File: config.mk
export PLATFORM = sky130hd
export DESIGN_NAME = octdac_front
export DESIGN_NICKNAME = d
export VERILOG_FILES = /design/src/rtl/octdac_pkg.sv /design/src/rtl/octdac_rst_sync.sv /design/src/rtl/octdac_pin_sync.sv /design/src/rtl/octdac_shreg.sv /design/src/rtl/octdac_regs.sv /design/src/rtl/octdac_front.sv
export SDC_FILE = /design/constraint.sdc
export NUM_CORES = 1
export LEC_CHECK = 0
export BUFFER_PORTS_ARGS = -buffer_cell sky130_fd_sc_hd__buf_4
export CAP_MARGIN = 25
export CORE_MARGIN = 5
export CORE_UTILIZATION = 48
export CTS_CLUSTER_DIAMETER = 120
export CTS_CLUSTER_SIZE = 28
export DETAILED_ROUTE_END_ITERATION = 10
export PLACE_DENSITY = 0.74
export SYNTH_ARGS = -nofsm -noshare
export SYNTH_HDL_FRONTEND = slang
export SYNTH_SLANG_ARGS = --single-unit
File: constraint.sdc
create_clock -name clk -period 4.7 [get_ports clk]
set_input_delay 0.705 -clock clk [delete_from_list [all_inputs] [get_ports clk]]
set_output_delay 0.705 -clock clk [all_outputs]
set_load 0.03 [all_outputs]
File: src/rtl/octdac_pkg.sv
package octdac_pkg;
  localparam int NCH    = 8;
  localparam int CODE_W = 8;
  localparam int WORD_W = NCH + CODE_W;
  localparam int MODE_W = 6;
  localparam int OUT_W  = NCH * CODE_W;

  typedef enum logic [1:0] {CMD_NOP, CMD_SET, CMD_MODE} cmd_e;

  function automatic cmd_e classify(input logic [WORD_W-1:0] w);
    if (|w[WORD_W-1:CODE_W])  return CMD_SET;
    else if (w[CODE_W-1])     return CMD_MODE;
    else                      return CMD_NOP;
  endfunction
endpackage

File: src/rtl/octdac_rst_sync.sv
module octdac_rst_sync (
  input  logic clk,
  input  logic arst_n,
  output logic rst_n_o
);
  logic [1:0] stage;

  always_ff @(posedge clk or negedge arst_n) begin
    if (!arst_n) stage <= 2'b00;
    else         stage <= {stage[0], 1'b1};
  end

  assign rst_n_o = stage[1];
endmodule

File: src/rtl/octdac_pin_sync.sv
module octdac_pin_sync (
  input  logic clk,
  input  logic rst_n,
  input  logic pin_i,
  output logic lvl_o,
  output logic rise_o
);
  logic cur_q, prev_q;

  always_ff @(posedge clk or negedge rst_n) begin
    if (!rst_n) begin
      cur_q  <= 1'b0;
      prev_q <= 1'b0;
    end else begin
      cur_q  <= pin_i;
      prev_q <= cur_q;
    end
  end

  assign lvl_o  = cur_q;
  assign rise_o = cur_q & ~prev_q;
endmodule

File: src/rtl/octdac_shreg.sv
module octdac_shreg #(
  parameter int W = 16
) (
  input  logic         clk,
  input  logic         rst_n,
  input  logic         en,
  input  logic         din,
  output logic [W-1:0] word_o,
  output logic         dout_o
);
  logic [W-1:0] sr_q, sr_d;

  always_comb begin
    sr_d = sr_q;
    if (en) sr_d = {sr_q[W-2:0], din};
  end

  always_ff @(posedge clk or negedge rst_n) begin
    if (!rst_n) sr_q <= '0;
    else        sr_q <= sr_d;
  end

  assign word_o = sr_q;
  assign dout_o = sr_q[W-1];
endmodule

File: src/rtl/octdac_regs.sv
module octdac_regs
  import octdac_pkg::*;
(
  input  logic              clk,
  input  logic              rst_n,
  input  logic              commit,
  input  logic [WORD_W-1:0] word,
  output logic [OUT_W-1:0]  code_o,
  output logic [MODE_W-1:0] mode_o
);
  logic [CODE_W-1:0] code_q [NCH];
  logic [MODE_W-1:0] mode_q, mode_d;
  cmd_e              cmd;
  logic [NCH-1:0]    ch_we;

  assign cmd = classify(word);

  always_comb begin
    mode_d = mode_q;
    ch_we  = '0;
    if (commit) begin
      unique case (cmd)
        CMD_SET:  ch_we  = word[WORD_W-1:CODE_W];
        CMD_MODE: mode_d = word[MODE_W-1:0];
        default:  ;
      endcase
    end
  end

  always_ff @(posedge clk or negedge rst_n) begin
    if (!rst_n) mode_q <= '0;
    else        mode_q <= mode_d;
  end

  for (genvar i = 0; i < NCH; i++) begin : g_ch
    always_ff @(posedge clk or negedge rst_n) begin
      if (!rst_n)        code_q[i] <= '0;
      else if (ch_we[i]) code_q[i] <= word[CODE_W-1:0];
    end
    assign code_o[i*CODE_W +: CODE_W] = code_q[i];
  end

  assign mode_o = mode_q;
endmodule

File: src/rtl/octdac_front.sv
module octdac_front
  import octdac_pkg::*;
(
  input  logic              clk,
  input  logic              rst_n,
  input  logic              sclk_i,
  input  logic              sel_i,
  input  logic              din_i,
  output logic              dout_o,
  output logic [OUT_W-1:0]  code_o,
  output logic [MODE_W-1:0] mode_o,
  output logic [NCH-1:0]    buf_en_o,
  output logic [NCH-1:0]    full_o
);
  logic              rst_s_n;
  logic              sclk_lvl, sclk_rise;
  logic              sel_lvl, sel_rise;
  logic              din_lvl, din_rise;
  logic              shift_en, commit;
  logic [WORD_W-1:0] word;

  octdac_rst_sync u_rst (.clk(clk), .arst_n(rst_n), .rst_n_o(rst_s_n));

  octdac_pin_sync u_sclk (.clk(clk), .rst_n(rst_s_n), .pin_i(sclk_i),
                          .lvl_o(sclk_lvl), .rise_o(sclk_rise));
  octdac_pin_sync u_sel  (.clk(clk), .rst_n(rst_s_n), .pin_i(sel_i),
                          .lvl_o(sel_lvl), .rise_o(sel_rise));
  octdac_pin_sync u_din  (.clk(clk), .rst_n(rst_s_n), .pin_i(din_i),
                          .lvl_o(din_lvl), .rise_o(din_rise));

  assign shift_en = sclk_rise & ~sel_lvl;
  assign commit   = sel_rise;

  octdac_shreg #(.W(WORD_W)) u_sr (
    .clk(clk), .rst_n(rst_s_n), .en(shift_en), .din(din_lvl),
    .word_o(word), .dout_o(dout_o)
  );

  octdac_regs u_regs (
    .clk(clk), .rst_n(rst_s_n), .commit(commit), .word(word),
    .code_o(code_o), .mode_o(mode_o)
  );

  // Pair enables: mode bits 5,4,2,1 drive channel pairs 0-1, 2-3, 4-5, 6-7.
  localparam int PAIR_BIT [4] = '{5, 4, 2, 1};
  for (genvar p = 0; p < NCH/2; p++) begin : g_pair
    assign buf_en_o[2*p]   = mode_o[PAIR_BIT[p]];
    assign buf_en_o[2*p+1] = mode_o[PAIR_BIT[p]];
  end

  // Full-buffer groups: mode bit 3 for low half, mode bit 0 for high half.
  assign full_o = {{(NCH/2){mode_o[0]}}, {(NCH/2){mode_o[3]}}};

  logic unused_din_rise;
  assign unused_din_rise = din_rise;
endmodule

==> key figures, run 1 <==
Global routing
  • Total routing resource utilization after global routing: 0.155
  • Grt ovf: 0
  • Antenna violations before repair: 0
  • Number of global-route vias before repair: 2061
  • First-pass GRT wire length: 10.8 mm
  • Largest net degree at the start of global routing: 74

Place
  • Area after detailed placement: 4250 µm²
  • IO Port Bufs: 91
  • Placer Congestion: 0.723
  • Post-detail-place hpwl: 4.66 mm

Clocking
  • Sinks on Clock Net: 93
  • Clock tree root buffer cell: sky130_fd_sc_hd__clkbuf_8
  • Clock buffer depth: 2
  • Number of H-tree levels: 3
  • Clock tree from TritonCTS: built
  • Clock Latency Late Sink: 350 ps
  • Cts-stage hold buffer count: 0
  • Post-CTS setup-driven buffer insertion count: 0
  • Reg clk slew, reported paths: 90 ps
  • Number of buffers inserted during clock tree synthesis: 9
  • Number of instances resized during post-cts repair: 0

Drt
  • DRC violation count after routing: 0
  • Number of routed nets with antenna violations: 0
  • Starting DRT DRC Count: 54
  • Per-cell routed wire length: 16.8 µm
  • Number of vias per cell after detailed routing: 4.99
  • Total Wirelength: 6.74 mm
  • Total via count in the routed design: 1999
  • First-pass detailed-route iteration total: 3

Timing
  • Portion of the clock cycle consumed by the worst path in the final layout: 0.363
  • Setup repair after global routing missed its margin: false
  • Achievable Freq: 586 MHz
  • Slew at the pin closest to its max-slew limit: 881 ps
  • Final setup violation count: 0
  • Fin. Hold Viols: 0
  • Min Hold Slack: 121 ps
  • Final Max Slew Viols: 0
  • Max Clock Skew: 8.38 ps
  • Worst rel slew slack: 0.413
  • Crit path time final: 1710 ps
  • Summed negative setup slack over all endpoints: 0 ps

Logic synthesis
  • Post-synthesis share of cell area spent on and, or, nand and nor gates: 0.0362
  • Share of synthesized area occupied by flip-flops and latches: 0.647
  • Multiplexer share of the synthesized area: 0.269
  • Average cell area after synthesis: 16.3 µm²
  • Synth Instances: 220
  • Arithmetic-cell share of the synthesized area counting full adders, half adders and majority gates: 0
  • Main combinational cell family by area after synthesis: multiplexers
  • Net count after synthesis: 225
  • Number of library cell types mapped by synthesis: 14
  • Post-synthesis share of cell area spent on xor and xnor gates: 0
  • Netlist area before placement: 3590 µm²
  • Total of warnings raised by yosys: 0
  • Fraction of the mapped netlist area in compound gates: 0
  • Post-synthesis sequential element count: 93

Layout
  • Fill cell count: 598
  • Area delta synth->final: 23.7%
  • Final Cell Area: 4450 µm²
  • Number of nets in the layout: 302
  • Proportion of layout cells with a drive suffix above 1: 0.675
  • Final cell utilization of the core: 0.610
  • N_diodes: 0

Critical path
  • Peak per-stage delay on the critical path: 460 ps
  • Critical path, cell by cell: buf_4
  • Critical Path Sink Type: output pin
  • Buffers plus inverters on the worst setup path: 1
  • Kind of critical path: reg2out
  • Cell at the slowest stage of the critical path: sky130_fd_sc_hd__dfrtp_1
  • Kind of start point of the critical path: flop
  • Launch point of the worst path: u_sr.word_o[15]$_DFFE_PN0P_
  • Reg-to-Reg Start: u_sel.lvl_o$_DFF_PN0_
  • Worst endpoint data arrival time: 1000 ps
  • Highest net fanout along the worst path: 4
  • Largest delay share family, worst path: flip-flops
  • Req. time, crit path: 3990 ps

Power
  • Gate power share: 0.264
  • Seq pwr share: 0.488
  • Switching Share: 0.356
  • Maximum resistive drop on vdd: 0.212 mV
  • Switching power total: 0.756 mW
  • Leakage power: 2.40 nW
  • Pwr/cell area: 477 nW/µm²
  • Final Total Pwr: 2.12 mW
  • Power share of the clock group: 0.248
  • Internal cell power: 1.37 mW

Hold path
  • Path category of the worst min-delay check: in2async

Floorplan
  • Height of the chip: 96.5 µm
  • Area of the die: 9320 µm²
  • Initial Utilization: 0.493
  • Floorplan die width: 96.5 µm
  • Number of placement rows: 31
  • # IOs: 92
  • Area inside the core boundary: 7290 µm²

Run
  • Number of max-capacitance violations reported: 0

Outcome
  • Status: completed
-- path summary, 6_finish.rpt --
kind                                                      end  slack [ps]  cells after the start
worst max-delay path                                   dout_o        2990                      1
worst min-delay path                 u_rst.stage[0]$_DFF_PN0_         120                      1
worst max register to register     u_sr.word_o[6]$_DFFE_PN0P_        3090                      2
worst min register to register  u_regs.code_o[38]$_DFFE_PN0P_         200                      0
max in group asynchronous       u_regs.code_o[23]$_DFFE_PN0P_        3350                      1
min in group clk                     u_rst.stage[1]$_DFF_PN0_         370                      0
-- kinds of logic after synthesis --
| logic type | after synthesis |
|---|---|
| AND/OR/NAND/NOR | 14 |
| flip-flops | 93 |
| multiplexers | 86 |
| other | 1 |
| buffers and inverters | 26 |
-- power groups by stage --
| stage | clock, mW | sequential (mW) | combinational, mW |
|---|---|---|---|
| final | 0.525 | 1.04 | 0.561 |
| after detailed placement | 0 | 1.06 | 0.569 |
| after CTS | 0.540 | 1.04 | 0.570 |
| after global routing | 0.580 | 1.06 | 0.594 |
| after global placement | 0 | 1.05 | 0.563 |
| after floorplan | 0 | 1.07 | 0.392 |
-- sequential cells by signal (all words and copies together), names as in the netlist, 2 cells and up --
name,flops
u_regs.mode_o,6
u_sr.word_o,16
u_regs.code_o,64
u_rst.stage,2
-- placed cells by master (no fill, tap or decap) --
master                       count
sky130_fd_sc_hd__nor3_1          1
sky130_fd_sc_hd__conb_1          1
sky130_fd_sc_hd__nand2_2         8
sky130_fd_sc_hd__mux2_2         84
sky130_fd_sc_hd__nand4_4         1
sky130_fd_sc_hd__clkinv_4        1
sky130_fd_sc_hd__and2b_1         1
sky130_fd_sc_hd__dfrtp_4         1
sky130_fd_sc_hd__dfrtp_1        92
sky130_fd_sc_hd__mux2_1          2
sky130_fd_sc_hd__inv_6           2
sky130_fd_sc_hd__clkinvlp_4      1
sky130_fd_sc_hd__buf_4          92
sky130_fd_sc_hd__clkbuf_8        9
sky130_fd_sc_hd__clkinv_2        2
sky130_fd_sc_hd__bufinv_16       1
sky130_fd_sc_hd__nor4_4          1
sky130_fd_sc_hd__nor3b_4         1
sky130_fd_sc_hd__nor2b_1         1
-- synthesized netlist by cell type --
master / number / area [µm²]
sky130_fd_sc_hd__and2b_1: 1 / 7.51
sky130_fd_sc_hd__buf_1: 1 / 3.75
sky130_fd_sc_hd__buf_4: 18 / 135
sky130_fd_sc_hd__clkbuf_1: 7 / 26.3
sky130_fd_sc_hd__conb_1: 1 / 3.75
sky130_fd_sc_hd__dfrtp_1: 93 / 2330
sky130_fd_sc_hd__mux2_1: 2 / 22.5
sky130_fd_sc_hd__mux2_2: 84 / 946
sky130_fd_sc_hd__nand2_2: 8 / 50.1
sky130_fd_sc_hd__nand4_4: 1 / 21.3
sky130_fd_sc_hd__nor2b_1: 1 / 6.26
sky130_fd_sc_hd__nor3_1: 1 / 5.00
sky130_fd_sc_hd__nor3b_4: 1 / 18.8
sky130_fd_sc_hd__nor4_4: 1 / 21.3
-- final cells by class --
type                       instances  area [µm²]  share of cell area
clock buffer                       9         124              0.0279
clock inverter                     7        73.8              0.0166
multi-input combinational        101        1100               0.248
sequential                        93        2330               0.524
tap                               99         124              0.0279
timing repair buffer              92         691               0.155
-- per-layer routing --
metal / global-route usage / wire length, µm
met1: 0.203 / 2990
met3: 0.0349 / 403
met2: 0.246 / 3210
met4: 0.0736 / 133
met5: 0 / 0
-- through the flow --
step / cells / setup slack (ps)
after floorplan: 220 / 1920
after global placement: 385 / 3090
after detailed placement: 385 / 3080
after CTS: 401 / 2970
after global routing: 401 / 2940
final: 401 / 2990
(Power assumes the default switching activity.)
==> run 2, diff against run 1 <==
--- a/config.mk
+++ b/config.mk
@@ -8,11 +8,11 @@
 export BUFFER_PORTS_ARGS = -buffer_cell sky130_fd_sc_hd__buf_4
 export CAP_MARGIN = 25
 export CORE_MARGIN = 5
-export CORE_UTILIZATION = 48
+export CORE_UTILIZATION = 47
 export CTS_CLUSTER_DIAMETER = 120
 export CTS_CLUSTER_SIZE = 28
 export DETAILED_ROUTE_END_ITERATION = 10
-export PLACE_DENSITY = 0.74
+export PLACE_DENSITY = 0.76
 export SYNTH_ARGS = -nofsm -noshare
 export SYNTH_HDL_FRONTEND = slang
 export SYNTH_SLANG_ARGS = --single-unit
==> constraint.sdc (replaced) <==
create_clock -name clk -period 1.4 [get_ports clk]
set_input_delay 0.21 -clock clk [delete_from_list [all_inputs] [get_ports clk]]
set_output_delay 0.21 -clock clk [all_outputs]
set_load 0.03 [all_outputs]
==> run 2 against run 1 <==
The run now ends with negative setup slack left. Die area up 1.9%. Global-route usage up 0.066 points. Hold slack better by 49 ps. Utilization up 2.1 points. Power rose to 3.3 times the previous value. Routed wire length up 4.9%. Final cell count up 3.7%. Design area up 4.0%. Critical path type is now reg2reg. Largest cell class unchanged. Largest power group unchanged. Highest routed layer unchanged.
==> key figures, run 2 (synthesis results as in run 1) <==
Drt
  • DRC violation count after routing: 0
  • Number of routed nets with antenna violations: 0
  • First-pass detailed-route iteration total: 4
  • Total via count in the routed design: 2068
  • Total Wirelength: 7.07 mm
  • Per-cell routed wire length: 17.0 µm
  • Starting DRT DRC Count: 48
  • Number of vias per cell after detailed routing: 4.97

Clocking
  • Clock tree from TritonCTS: built
  • Clock tree root buffer cell: sky130_fd_sc_hd__clkbuf_8
  • Clock Latency Late Sink: 350 ps
  • Sinks on Clock Net: 93
  • Reg clk slew, reported paths: 90 ps
  • Clock buffer depth: 2
  • Number of buffers inserted during clock tree synthesis: 9
  • Number of H-tree levels: 3

Layout
  • Proportion of layout cells with a drive suffix above 1: 0.672
  • Number of nets in the layout: 317
  • Most common library cell in the layout ignoring fill and taps: sky130_fd_sc_hd__buf_4
  • Number of flip-flops in the largest register: 64
  • N_diodes: 0
  • Leading cell types in the layout, fill and taps excluded: 100 x sky130_fd_sc_hd__buf_4, 92 x sky130_fd_sc_hd__dfrtp_1, 81 x sky130_fd_sc_hd__mux2_2
  • Number of standard cells in the layout, taps in and fillers out: 416
  • Area delta synth->final: 28.6%

Global routing
  • Antenna violations before repair: 0
  • Largest net degree at the start of global routing: 92
  • Total routing resource utilization after global routing: 0.156
  • Grt ovf: 0
  • Number of global-route vias before repair: 2211
  • First-pass GRT wire length: 11.8 mm

Timing
  • Min Hold Slack: 171 ps
  • Setup repair after global routing missed its margin: true
  • Portion of the clock cycle consumed by the worst path in the final layout: 1.00
  • Worst Slack Setup Final: -6.16 ps
  • Max Clock Skew: 11.3 ps
  • Final Max Slew Viols: 0
  • Crit path time final: 1410 ps
  • Fin. Hold Viols: 0
  • Final setup violation count: 5
  • Achievable Freq: 711 MHz

Critical path
  • Buffers plus inverters on the worst setup path: 2
  • Slack of the worst reg-to-reg path: -6 ps
  • Kind of start point of the critical path: flop
  • Reg-to-Reg Start: u_sel.lvl_o$_DFF_PN0_
  • Largest delay share family, worst path: flip-flops
  • FF-to-FF End: u_sr.word_o[0]$_DFFE_PN0P_
  • Req. time, crit path: 1630 ps
  • Cell at the slowest stage of the critical path: sky130_fd_sc_hd__dfrtp_1
  • Critical Path Sink Type: flop
  • Critical path, cell by cell: buf_4 -> nor3b_4 -> buf_12 -> mux2_2
  • Highest net fanout along the worst path: 16
  • Worst endpoint data arrival time: 1630 ps
  • Peak per-stage delay on the critical path: 390 ps
  • Kind of critical path: reg2reg
  • Reg2reg path depth: 4

Power
  • Leakage power: 2.53 nW
  • Pwr/cell area: 1530 nW/µm²
  • Maximum resistive drop on vdd: 0.828 mV
  • Final Total Pwr: 7.09 mW

Floorplan
  • Number of placement rows: 31
  • Height of the chip: 97.5 µm
  • Floorplan die width: 97.5 µm
  • Area of the die: 9500 µm²
  • # IOs: 92
  • Area inside the core boundary: 7330 µm²
  • Initial Utilization: 0.490

Place
  • Post-detail-place hpwl: 4.83 mm
  • Placer Congestion: 0.730
  • Post-Place Setup Slack: -19.3 ps
  • Cell total after placement: 396
  • IO Port Bufs: 91

Outcome
  • Failing checks: negative setup slack
  • Status: finished with violations

Run
  • Number of max-capacitance violations reported: 0

Hold path
  • Path category of the worst min-delay check: in2async
[run 2: final cells by class]
class	count	area, µm²
tap	99	124
multi-input combinational	101	1140
timing repair buffer	107	851
sequential	93	2330
clock inverter	4	33.8
fill	562	2710
clock buffer	12	145
[run 2: worst max-delay path by stage]
| stage | endpoint | start | slack [ps] | depth (start not counted) |
|---|---|---|---|---|
| after CTS | u_sr.word_o[14]$_DFFE_PN0P_ | u_sel.lvl_o$_DFF_PN0_ | -20 | 4 |
| after floorplan | u_sr.word_o[0]$_DFFE_PN0P_ | u_sel.lvl_o$_DFF_PN0_ | 7 | 3 |
| after global routing | u_sr.word_o[7]$_DFFE_PN0P_ | u_sel.lvl_o$_DFF_PN0_ | -50 | 4 |
| after detailed placement | u_regs.code_o[32]$_DFFE_PN0P_ | u_sel.lvl_o$_DFF_PN0_ | -20 | 4 |
| final | u_sr.word_o[0]$_DFFE_PN0P_ | u_sel.lvl_o$_DFF_PN0_ | -6 | 4 |
| after global placement | u_regs.code_o[33]$_DFFE_PN0P_ | u_sel.lvl_o$_DFF_PN0_ | 6 | 4 |
[run 2: per-stage QoR]
step                TNS, ps  instance area, µm²   util
finish                -10.9                4620  0.631
detailed placement     -117                4370  0.596
CTS                   -91.3                4610  0.628
floorplan                 0                3600      -
global route          -1250                4620  0.631
global placement          0                4370  0.596
[run 2: timing repair]
| action | CTS | global route |
|---|---|---|
| hold buffers | 4 | 0 |
| endpoints found under the setup margin | 29 | 50 |
| gates resized for setup | 4 | 4 |
| pin swaps | 1 | 2 |
| setup buffers | 0 | 0 |
| hold endpoints to repair | 5 | 0 |
[run 2: worst reg2reg max path: stages (launching register included)]
cell,delay (ps)
sky130_fd_sc_hd__dfrtp_1,390
sky130_fd_sc_hd__buf_4,150
sky130_fd_sc_hd__nor3b_4,230
sky130_fd_sc_hd__buf_12,190
sky130_fd_sc_hd__mux2_2,340
[run 2: report_power, final]
part           switching, mW  internal [mW]
Combinational           1.19          0.846
Sequential             0.491           2.98
Clock                  0.880          0.705
[run 2: routing by layer]
metal / vias to the layer above / share of wire / GRT usage
met5: - / 0 / 0
met4: 0 / 0.016 / 0.0639
met3: 8 / 0.057 / 0.0373
met2: 67 / 0.48 / 0.248
met1: 1059 / 0.44 / 0.205
li1: 934 / - / -
